--- src/rtl/tlb_pkg.sv ---
package tlb_pkg;
    localparam int VA_W = 32;

    localparam logic [2:0] KIND_NONE    = 3'd0;
    localparam logic [2:0] KIND_SMALL   = 3'd1;
    localparam logic [2:0] KIND_LARGE   = 3'd2;
    localparam logic [2:0] KIND_SECTION = 3'd3;
    localparam logic [2:0] KIND_XSMALL  = 3'd4;
    localparam logic [2:0] KIND_TINY    = 3'd5;

    // Compare mask per kind code; unused codes keep nothing and never hit.
    function automatic logic [VA_W-1:0] kind_mask(input logic [2:0] k);
        case (k)
            KIND_SMALL:   kind_mask = 32'hFFFF_F000;
            KIND_LARGE:   kind_mask = 32'hFFFF_0000;
            KIND_SECTION: kind_mask = 32'hFFF0_0000;
            KIND_XSMALL:  kind_mask = 32'hFFFF_F000;
            KIND_TINY:    kind_mask = 32'hFFFF_FC00;
            default:      kind_mask = 32'h0000_0000;
        endcase
    endfunction
endpackage

--- src/rtl/tlb_cam_match.sv ---
module tlb_cam_match
    import tlb_pkg::*;
#(
    parameter int ENTRIES = 8
) (
    input  logic [VA_W-1:0]                 addr,
    input  logic [ENTRIES-1:0][VA_W-1:0]    va,
    input  logic [ENTRIES-1:0][2:0]         kind,
    output logic [ENTRIES-1:0]              hits
);
    for (genvar g = 0; g < ENTRIES; g++) begin : g_cmp
        logic [VA_W-1:0] msk;
        assign msk     = kind_mask(kind[g]);
        assign hits[g] = (msk != '0) && ((addr & msk) == (va[g] & msk));
    end
endmodule

--- src/rtl/tlb_first_hit.sv ---
module tlb_first_hit #(
    parameter int ENTRIES = 8,
    localparam int IDX_W  = (ENTRIES > 1) ? $clog2(ENTRIES) : 1
) (
    input  logic [ENTRIES-1:0] hits,
    output logic               found,
    output logic [IDX_W-1:0]   idx
);
    always_comb begin
        found = 1'b0;
        idx   = '0;
        for (int i = ENTRIES - 1; i >= 0; i--) begin
            if (hits[i]) begin
                found = 1'b1;
                idx   = IDX_W'(i);
            end
        end
    end

    logic [ENTRIES-1:0] below;
    assign below = (ENTRIES'(1) << idx) - ENTRIES'(1);

    always_comb begin
        if (found) begin
            AST_PICK_LOWEST: assert (hits[idx] && ((hits & below) == '0));
        end
    end
endmodule

--- src/rtl/multi_size_tlb.sv ---
module multi_size_tlb
    import tlb_pkg::*;
#(
    parameter int ENTRIES = 8,
    parameter int DOM_W   = 4,
    parameter int PERM_W  = 12
) (
    input  logic              clk,
    input  logic              rst_n,
    input  logic [VA_W-1:0]   lk_vaddr,
    output logic              lk_hit,
    output logic [VA_W-1:0]   lk_pbase,
    output logic [2:0]        lk_kind,
    output logic [DOM_W-1:0]  lk_domain,
    output logic [PERM_W-1:0] lk_perm,
    input  logic              wr_en,
    input  logic [VA_W-1:0]   wr_vaddr,
    input  logic [VA_W-1:0]   wr_pbase,
    input  logic [2:0]        wr_kind,
    input  logic [DOM_W-1:0]  wr_domain,
    input  logic [PERM_W-1:0] wr_perm,
    input  logic              inv_all,
    input  logic              inv_addr_en,
    input  logic [VA_W-1:0]   inv_addr
);
    localparam int IDX_W = (ENTRIES > 1) ? $clog2(ENTRIES) : 1;
    localparam logic [IDX_W-1:0] LAST = IDX_W'(ENTRIES - 1);

    typedef struct packed {
        logic [ENTRIES-1:0][VA_W-1:0]   va;
        logic [ENTRIES-1:0][VA_W-1:0]   pa;
        logic [ENTRIES-1:0][2:0]        kind;
        logic [ENTRIES-1:0][DOM_W-1:0]  dom;
        logic [ENTRIES-1:0][PERM_W-1:0] perm;
        logic [IDX_W-1:0]               ptr;
    } state_t;

    state_t st_d, st_q;

    logic [ENTRIES-1:0] lk_hits_w, iv_hits_w;
    logic               lk_found_w, iv_found_w;
    logic [IDX_W-1:0]   lk_idx_w, iv_idx_w;

    tlb_cam_match #(.ENTRIES(ENTRIES)) u_lk_match (
        .addr(lk_vaddr), .va(st_q.va), .kind(st_q.kind), .hits(lk_hits_w)
    );
    tlb_first_hit #(.ENTRIES(ENTRIES)) u_lk_pick (
        .hits(lk_hits_w), .found(lk_found_w), .idx(lk_idx_w)
    );
    tlb_cam_match #(.ENTRIES(ENTRIES)) u_iv_match (
        .addr(inv_addr), .va(st_q.va), .kind(st_q.kind), .hits(iv_hits_w)
    );
    tlb_first_hit #(.ENTRIES(ENTRIES)) u_iv_pick (
        .hits(iv_hits_w), .found(iv_found_w), .idx(iv_idx_w)
    );

    assign lk_hit    = lk_found_w;
    assign lk_pbase  = lk_found_w ? st_q.pa[lk_idx_w]   : '0;
    assign lk_kind   = lk_found_w ? st_q.kind[lk_idx_w] : KIND_NONE;
    assign lk_domain = lk_found_w ? st_q.dom[lk_idx_w]  : '0;
    assign lk_perm   = lk_found_w ? st_q.perm[lk_idx_w] : '0;

    logic [VA_W-1:0] fill_mask;
    assign fill_mask = kind_mask(wr_kind);

    always_comb begin
        st_d = st_q;
        if (inv_all) begin
            for (int i = 0; i < ENTRIES; i++) begin
                st_d.kind[i] = KIND_NONE;
            end
            st_d.ptr = '0;
        end else if (inv_addr_en) begin
            if (iv_found_w) begin
                st_d.kind[iv_idx_w] = KIND_NONE;
            end
        end else if (wr_en) begin
            st_d.va[st_q.ptr]   = wr_vaddr & fill_mask;
            st_d.pa[st_q.ptr]   = wr_pbase & fill_mask;
            st_d.kind[st_q.ptr] = wr_kind;
            st_d.dom[st_q.ptr]  = wr_domain;
            st_d.perm[st_q.ptr] = wr_perm;
            st_d.ptr            = (st_q.ptr == LAST) ? '0 : st_q.ptr + IDX_W'(1);
        end
    end

    always_ff @(posedge clk) begin
        if (!rst_n) begin
            st_q <= '0;
        end else begin
            st_q <= st_d;
        end
    end

    AST_PTR_IN_RANGE: assert property (@(posedge clk) disable iff (!rst_n)
        st_q.ptr <= LAST);
    AST_PTR_STEP: assert property (@(posedge clk) disable iff (!rst_n)
        (wr_en && !inv_all && !inv_addr_en) |=>
        (st_q.ptr == (($past(st_q.ptr) == LAST) ? '0 : $past(st_q.ptr) + IDX_W'(1))));
    AST_INV_ALL_CLEARS: assert property (@(posedge clk) disable iff (!rst_n)
        inv_all |=> (!lk_hit && st_q.ptr == '0));
    AST_INV_ADDR_HOLDS_PTR: assert property (@(posedge clk) disable iff (!rst_n)
        (inv_addr_en && !inv_all) |=> $stable(st_q.ptr));
    AST_HIT_HAS_KIND: assert property (@(posedge clk) disable iff (!rst_n)
        lk_hit |-> (kind_mask(lk_kind) != '0));
    AST_BASE_MASKED: assert property (@(posedge clk) disable iff (!rst_n)
        lk_hit |-> ((lk_pbase & ~kind_mask(lk_kind)) == '0));
endmodule

--- config.mk ---
export PLATFORM = sky130hd
export DESIGN_NAME = multi_size_tlb
export DESIGN_NICKNAME = d
export VERILOG_FILES = /design/src/rtl/tlb_pkg.sv /design/src/rtl/tlb_cam_match.sv /design/src/rtl/tlb_first_hit.sv /design/src/rtl/multi_size_tlb.sv
export SDC_FILE = /design/constraint.sdc
export NUM_CORES = 1
export LEC_CHECK = 0
export ABC_AREA = 1
export BUFFER_PORTS_ARGS = -buffer_cell sky130_fd_sc_hd__buf_2
export CORE_MARGIN = 2
export CORE_UTILIZATION = 40
export CTS_CLUSTER_SIZE = 20
export DETAILED_ROUTE_END_ITERATION = 10
export SKIP_LAST_GASP = 1
export SYNTH_ARGS = -nofsm -noshare
export SYNTH_HDL_FRONTEND = slang
export SYNTH_HIERARCHICAL = 1
export SYNTH_SLANG_ARGS = --single-unit
--- constraint.sdc ---
create_clock -name clk -period 3.8 [get_ports clk]
set_input_delay 0.76 -clock clk [delete_from_list [all_inputs] [get_ports clk]]
set_output_delay 0.76 -clock clk [all_outputs]
set_load 0.02 [all_outputs]
Yosys cells after proc, flatten, opt, wreduce, memory -nomap -nowiden
Index checks and enable logic that the tools add are counted.
{"block": "word_totals", "reg_bits": 667, "word_cells": 253, "input_bits": 152, "output_inout_bits": 52}
{"block": "op_classes", "addsub": 1, "order_cmp": 5, "mux": 72, "bitwise": 31, "n_eq_ne": 63, "reduce_logical": 40}
{"op": "case mux 32 bit (4 select lines)", "count": 9}
{"op": "AND 32 bit", "count": 26}
{"op": "bitwise mux 256 bit", "count": 2}
{"op": "equality test 32 bit", "count": 16}
{"op": "nonzero test 32 bit", "count": 8}
{"op": "two-way mux 155 bit", "count": 1}
{"op": "binary-select mux 32 bit (select 3 bit)", "count": 1}
{"op": "bitwise mux 96 bit", "count": 1}
{"op": "demux 32 bit (select 3 bit)", "count": 1}
{"op": "two-way mux 32 bit", "count": 3}
{"op": "two-way mux 3 bit", "count": 21}
{"op": "equality test 3 bit, second input constant", "count": 19}
{"op": "equality test 3 x 2 -> 1 bit, second input constant", "count": 18}
{"op": "two-way mux 24 bit", "count": 2}
{"op": "binary-select mux 12 bit (select 3 bit)", "count": 1}
{"op": "demux 12 bit (select 3 bit)", "count": 1}
{"op": "two-way mux 12 bit", "count": 3}
{"op": "bitwise mux 32 bit", "count": 1}
{"op": "equality test 3 x 1 -> 1 bit, second input constant", "count": 9}
{"op": "AND 24 bit", "count": 1}
{"op": "bitwise mux 24 bit", "count": 1}
{"op": "inverter 24 bit", "count": 1}
{"op": "OR reduction 2 bit", "count": 10}
{"op": "demux 3 bit (select 3 bit)", "count": 2}
{"op": "other kinds (14)", "count": 54}

Depth between registers and ports, before layout
{"block": "logic_depth", "depth_word": 22, "mapped_depth": 25, "ltp_nobuf": 21}

Hierarchy
The synthesis kept the hierarchy.
{"module": "multi_size_tlb", "cells_each": 2792, "area_per_inst_um2": 20539.7, "n_inst": 1}
{"module": "tlb_cam_match", "cells_each": 770, "area_per_inst_um2": 3449.6, "n_inst": 2}
{"module": "tlb_first_hit", "cells_each": 22, "area_per_inst_um2": 98.8, "n_inst": 2}

Worst setup path before layout
No wires, ideal clock.
{"block": "synth_timing", "path_kind": "input to output", "from": "input port lk_vaddr[15]", "to": "output port lk_pbase[27]", "cell_stages": 24, "setup_slack_ns": 0.009, "arrival_ns": 3.031, "cell_sequence": "buf_6 > buf_12 > nor2_2 > nor2_1 > nor2_1 > nand2_1 > nand2_1 > nand3_1 > nor2_2 > inv_1 > nand2_1 > nand2_1 > nand2_1 > nand2_1 > a21oi_1 > buf_2 > buf_2 > buf_1 > nor2_1 > nor2_1 > o21ai_0 > nand3_1 > nand2_1 > nor2_1"}
{"block": "synth_between", "elab_cells_between_ends": 43}
{"element": "start: declaration", "line_no": "multi_size_tlb.sv:10", "source": "input logic [VA_W-1:0] lk_vaddr,"}
{"element": "AND 32 bit", "line_no": "tlb_cam_match.sv:14", "source": "assign hits[g] = (msk != '0) && ((addr & msk) == (va[g] & msk));"}
{"element": "equality test 32 bit", "line_no": "tlb_cam_match.sv:14"}
{"element": "logical AND 1 bit", "line_no": "tlb_cam_match.sv:14"}
{"element": "via lk_hits_w[5]", "line_no": "multi_size_tlb.sv:40", "source": "logic [ENTRIES-1:0] lk_hits_w, iv_hits_w;"}
{"element": "two-way mux 3 bit (6 in a row)", "line_no": "tlb_first_hit.sv:13", "source": "if (hits[i]) begin"}
{"element": "via lk_idx_w[0]", "line_no": "multi_size_tlb.sv:42", "source": "logic [IDX_W-1:0] lk_idx_w, iv_idx_w;"}
{"element": "binary-select mux 32 bit (select 3 bit)", "line_no": "multi_size_tlb.sv:58", "source": "assign lk_pbase = lk_found_w ? st_q.pa[lk_idx_w] : '0;"}
{"element": "two-way mux 32 bit (not written as such)", "line_no": "multi_size_tlb.sv:58"}
{"element": "two-way mux 32 bit", "line_no": "multi_size_tlb.sv:58"}
{"element": "end: declaration", "line_no": "multi_size_tlb.sv:12", "source": "output logic [VA_W-1:0] lk_pbase,"}
The timed path passes the listed nets, and every way through them passes these cells. The select of a mux whose other input is x is not followed.

Worst setup path after layout
{"block": "layout_timing", "from": "input port lk_vaddr[27]", "to": "output port lk_pbase[18]"}
{"block": "layout_between", "elab_cells_between_ends": 43}
{"element": "AND 32 bit", "line_no": "tlb_cam_match.sv:14"}
{"element": "equality test 32 bit", "line_no": "tlb_cam_match.sv:14"}
{"element": "logical AND 1 bit", "line_no": "tlb_cam_match.sv:14"}
{"element": "via lk_hits_w[3]", "line_no": "multi_size_tlb.sv:40"}
{"element": "two-way mux 3 bit (4 in a row)", "line_no": "tlb_first_hit.sv:13"}
{"element": "via lk_idx_w[0]", "line_no": "multi_size_tlb.sv:42"}
{"element": "binary-select mux 32 bit (select 3 bit)", "line_no": "multi_size_tlb.sv:58"}
{"element": "two-way mux 32 bit (not written as such)", "line_no": "multi_size_tlb.sv:58"}
{"element": "two-way mux 32 bit", "line_no": "multi_size_tlb.sv:58"}
The timed path passes the listed nets, and every way through them passes these cells. The select of a mux whose other input is x is not followed.

==> flow_metrics.env <==
export IMPL_fmax_mhz=237.2
export IMPL_clk_latency_ps=650
export IMPL_drv_cap=0
export IMPL_hold_path_endpoint="st_q[371]"
export IMPL_synth_top_area_cell="dfxtp_1"
export IMPL_row_count=96
export IMPL_gr_usage_all_layers_pct=25.95
export IMPL_postLayoutCoreUtil_pct=48.73
export IMPL_hpwl_um=62180
export IMPL_core_mm2=0.06847
export IMPL_num_io_pins=204
export IMPL_rrSetupSlack_ps=1020
export IMPL_clockBufferDepth=3
export IMPL_overflow=0
export IMPL_synth_most_common_cell="nand2_1"
export IMPL_wirelength_um=96010
export IMPL_ys_seq_elements=507
export IMPL_grt_pass1_wl_um=145100
export IMPL_placed_area_mm2=0.03006
export IMPL_worstReg2RegStart="st_q[656]"
export IMPL_power_density_mw_per_mm2=364.3
export IMPL_synth_avg_cell_area_um2=6.315
export IMPL_cp_arrival_ps=3460
export IMPL_antenna_cells=0
export IMPL_syn_instance_count=4376
export IMPL_crit_family="buffers and inverters"
export IMPL_worstMarginPinSlew_ps=809.7
export IMPL_grt_pass1_vias=24960
export IMPL_worstPathRequired_ps=3040
export IMPL_final_setup_skew_ps=32.30
export IMPL_min_path_cells=3
export IMPL_reg2reg_depth=15
export IMPL_ys_types=34
export IMPL_place_ws_ps=-565.6
export IMPL_fin_crit_sh_pct=110.9
export IMPL_synth_area_leaders="dfxtp_1 (37%), nand2_1 (12%), o21ai_0 (12%)"
export IMPL_vias=27944
export IMPL_synth_top_area_share_pct=36.73
export IMPL_grt_start_max_net_pins=114
export IMPL_drive_gt1_share_pct=15.89
export IMPL_top_regs="st_q: 507 flops"
export IMPL_synthTopCellsByCount="nand2_1 (911), nor2_1 (751), o21ai_0 (643), dfxtp_1 (507), a21oi_1 (471)"
export IMPL_ir_worst_vdd_mv=0.3361
export IMPL_drt_iter0_drc=2506
export IMPL_max_slew_margin_pct=46.02
export IMPL_crit_slowest_cell="xnor2_1"
export IMPL_largest_register_ffs=507
export IMPL_antenna_found_initial=4
export IMPL_cts_root_buffer="clkbuf_16"
export IMPL_postCtsHoldBufs=0
export IMPL_endpoint_kind="output pin"
export IMPL_largest_register="st_q"
export IMPL_dieArea_mm2=0.07121
export IMPL_max_stage_delay_ps=250
export IMPL_r2r_end="st_q[134]"
export IMPL_fin_nets=4686
export IMPL_violations="setup timing"
export IMPL_critPathMaxFanout=12
export IMPL_period_needed_ps=4215
export IMPL_htree_levels=2
export IMPL_hp_start="wr_pbase[24]"
export IMPL_synth_edff_count=0
export IMPL_cts_made_buffers=58
export IMPL_viasPerCell=5.122
export IMPL_syn2layout_area_growth_pct=20.73
export IMPL_cp_num_buf_inv=8
export IMPL_drt_pass1_iterations=6
export IMPL_startpoint_type="primary input"
export IMPL_wire_per_inst_um=17.60
export IMPL_hold_viol_final=0
export IMPL_ys_async_sr_fraction_pct=0
export IMPL_dieHeight_um=266.9
export IMPL_path_cells="buf_2 -> buf_4 -> xnor2_1 -> nand2_1 -> nor2_1 -> nand3_1 -> nor2_2 -> inv_2 -> nand2_1 -> nand2_2 -> a21oi_4 -> buf_12 -> inv_16 -> buf_12 -> clkbuf_16 -> o21ai_1 -> o21ai_1 -> nor2_2 -> nor2_4 -> buf_6"
export IMPL_finalSetupViolCount=41
export IMPL_status="finished, violations left"
export IMPL_finalWorstSetupSlack_ps=-415.2
export IMPL_final_area_mm2=0.03337
export IMPL_power_leakage_nw=13.57
export IMPL_fp_dieW_um=266.9
export IMPL_initial_core_util_pct=40.37
export IMPL_hp_class="primary input to flip-flop"
export IMPL_cts_tree="done"
export IMPL_clkSinkCount=507
export IMPL_slew_violations=0
export IMPL_yosysSeqAreaShare_pct=36.73
export IMPL_critPathKind="primary input to output pin"
export IMPL_rsz0062_at_grt="true"
export IMPL_gp_congestion=0.9997
export IMPL_synthFlopType="dfxtp_1"
export IMPL_yosys_warnings=6
export IMPL_netlist_area_mm2=0.02764
export IMPL_clk_pin_slew_ps=60
export IMPL_route_detailed_drc=0
export IMPL_drtAntennaViolNets=0
export IMPL_portBuffers=153
## per-stage QoR
step	cells	hold slack (ps)	setup TNS (ps)	total power [mW]
after CTS	5441	354.8	-13720	12.23
after global placement	5326	439.6	-19960	6.497
final	5456	381.1	-13860	12.16
after floorplan	4385	426.3	0	6.157
after detailed placement	5326	443.7	-19540	6.502
after global routing	5456	382.2	-19500	12.57
## worst min-delay path, cell delays in order
cell	delay (ps)
buf_2	90
a21oi_1	60
nor2_1	90
## per-layer routing
layer  vias to the layer above  share of wire (%)  global-route usage, %
met1                     12719                 45                  35.89
met5                         -              0.053                      0
li1                      14194                  -                      -
met2                       868                 45                  42.05
met3                       155                6.9                  3.672
met4                         8                2.8                  7.243
## cell type report
type	instances	area (µm²)
Inverter	427	1627
Fill cell	6986	35100
Multi-Input combinational cell	3162	14940
Tap cell	882	1104
Clock inverter	19	270.3
Timing Repair Buffer	376	3515
Clock buffer	83	1675
Sequential cell	507	10240
## cells in the final DEF, fill, tap and decap left out, types with 3 or more instances in the layout
cell type	instances
nand2_1	889
nand3_1	104
bufinv_16	4
a21oi_1	460
clkinv_1	6
buf_12	40
buf_6	41
nor3_2	3
xnor2_1	135
buf_2	103
clkbuf_16	66
nand4_1	9
nand2_2	23
nor3_1	14
xnor2_2	3
a21oi_2	9
o211ai_1	3
inv_2	48
o21ai_1	118
buf_8	4
or2_0	4
clkinv_2	9
inv_1	370
dfxtp_2	48
nor2_2	69
xor2_1	8
o21ai_0	562
clkinv_4	3
clkbuf_1	12
o21ai_2	7
buf_16	5
nor2_1	685
conb_1	10
nand3_2	4
dfxtp_4	8
buf_4	174
nor2_4	28
dfxtp_1	451
clkbuf_8	13
## cell families after synthesis
group                    synth area share (%)
flip-flops                              36.73
adder cells (fa/ha/maj)               0.09053
other                                 0.01357
XOR/XNOR                                4.627
AO/OA/AOI/OAI                           21.17
buffers and inverters                   11.17
AND/OR/NAND/NOR                         26.20
## report_power, final
group / switching [mW] / internal (mW)
Combinational: 0.687 / 0.338
Clock: 2.40 / 3.34
Sequential: 0.0369 / 5.36
## repair_timing
item / in CTS / in global routing
cloned: 5 / 9
pin swaps: 39 / 66
buffers inserted: 8 / 8
resized for setup: 201 / 201
setup endpoints to repair: 42 / 42
## worst max path at each step
| stage | slack (ps) | startpoint | cells past startpoint | end |
|---|---|---|---|---|
| finish | -420 | lk_vaddr[27] | 20 | lk_pbase[18] |
| global route | -540 | lk_vaddr[27] | 21 | lk_perm[3] |
| CTS | -390 | st_q[633] | 20 | lk_pbase[14] |
| detailed placement | -570 | lk_vaddr[30] | 25 | lk_pbase[23] |
| global placement | -590 | lk_vaddr[30] | 25 | lk_pbase[18] |
| floorplan | 9 | lk_vaddr[15] | 24 | lk_pbase[27] |
No activity file was read; power rests on OpenSTA's default activity.
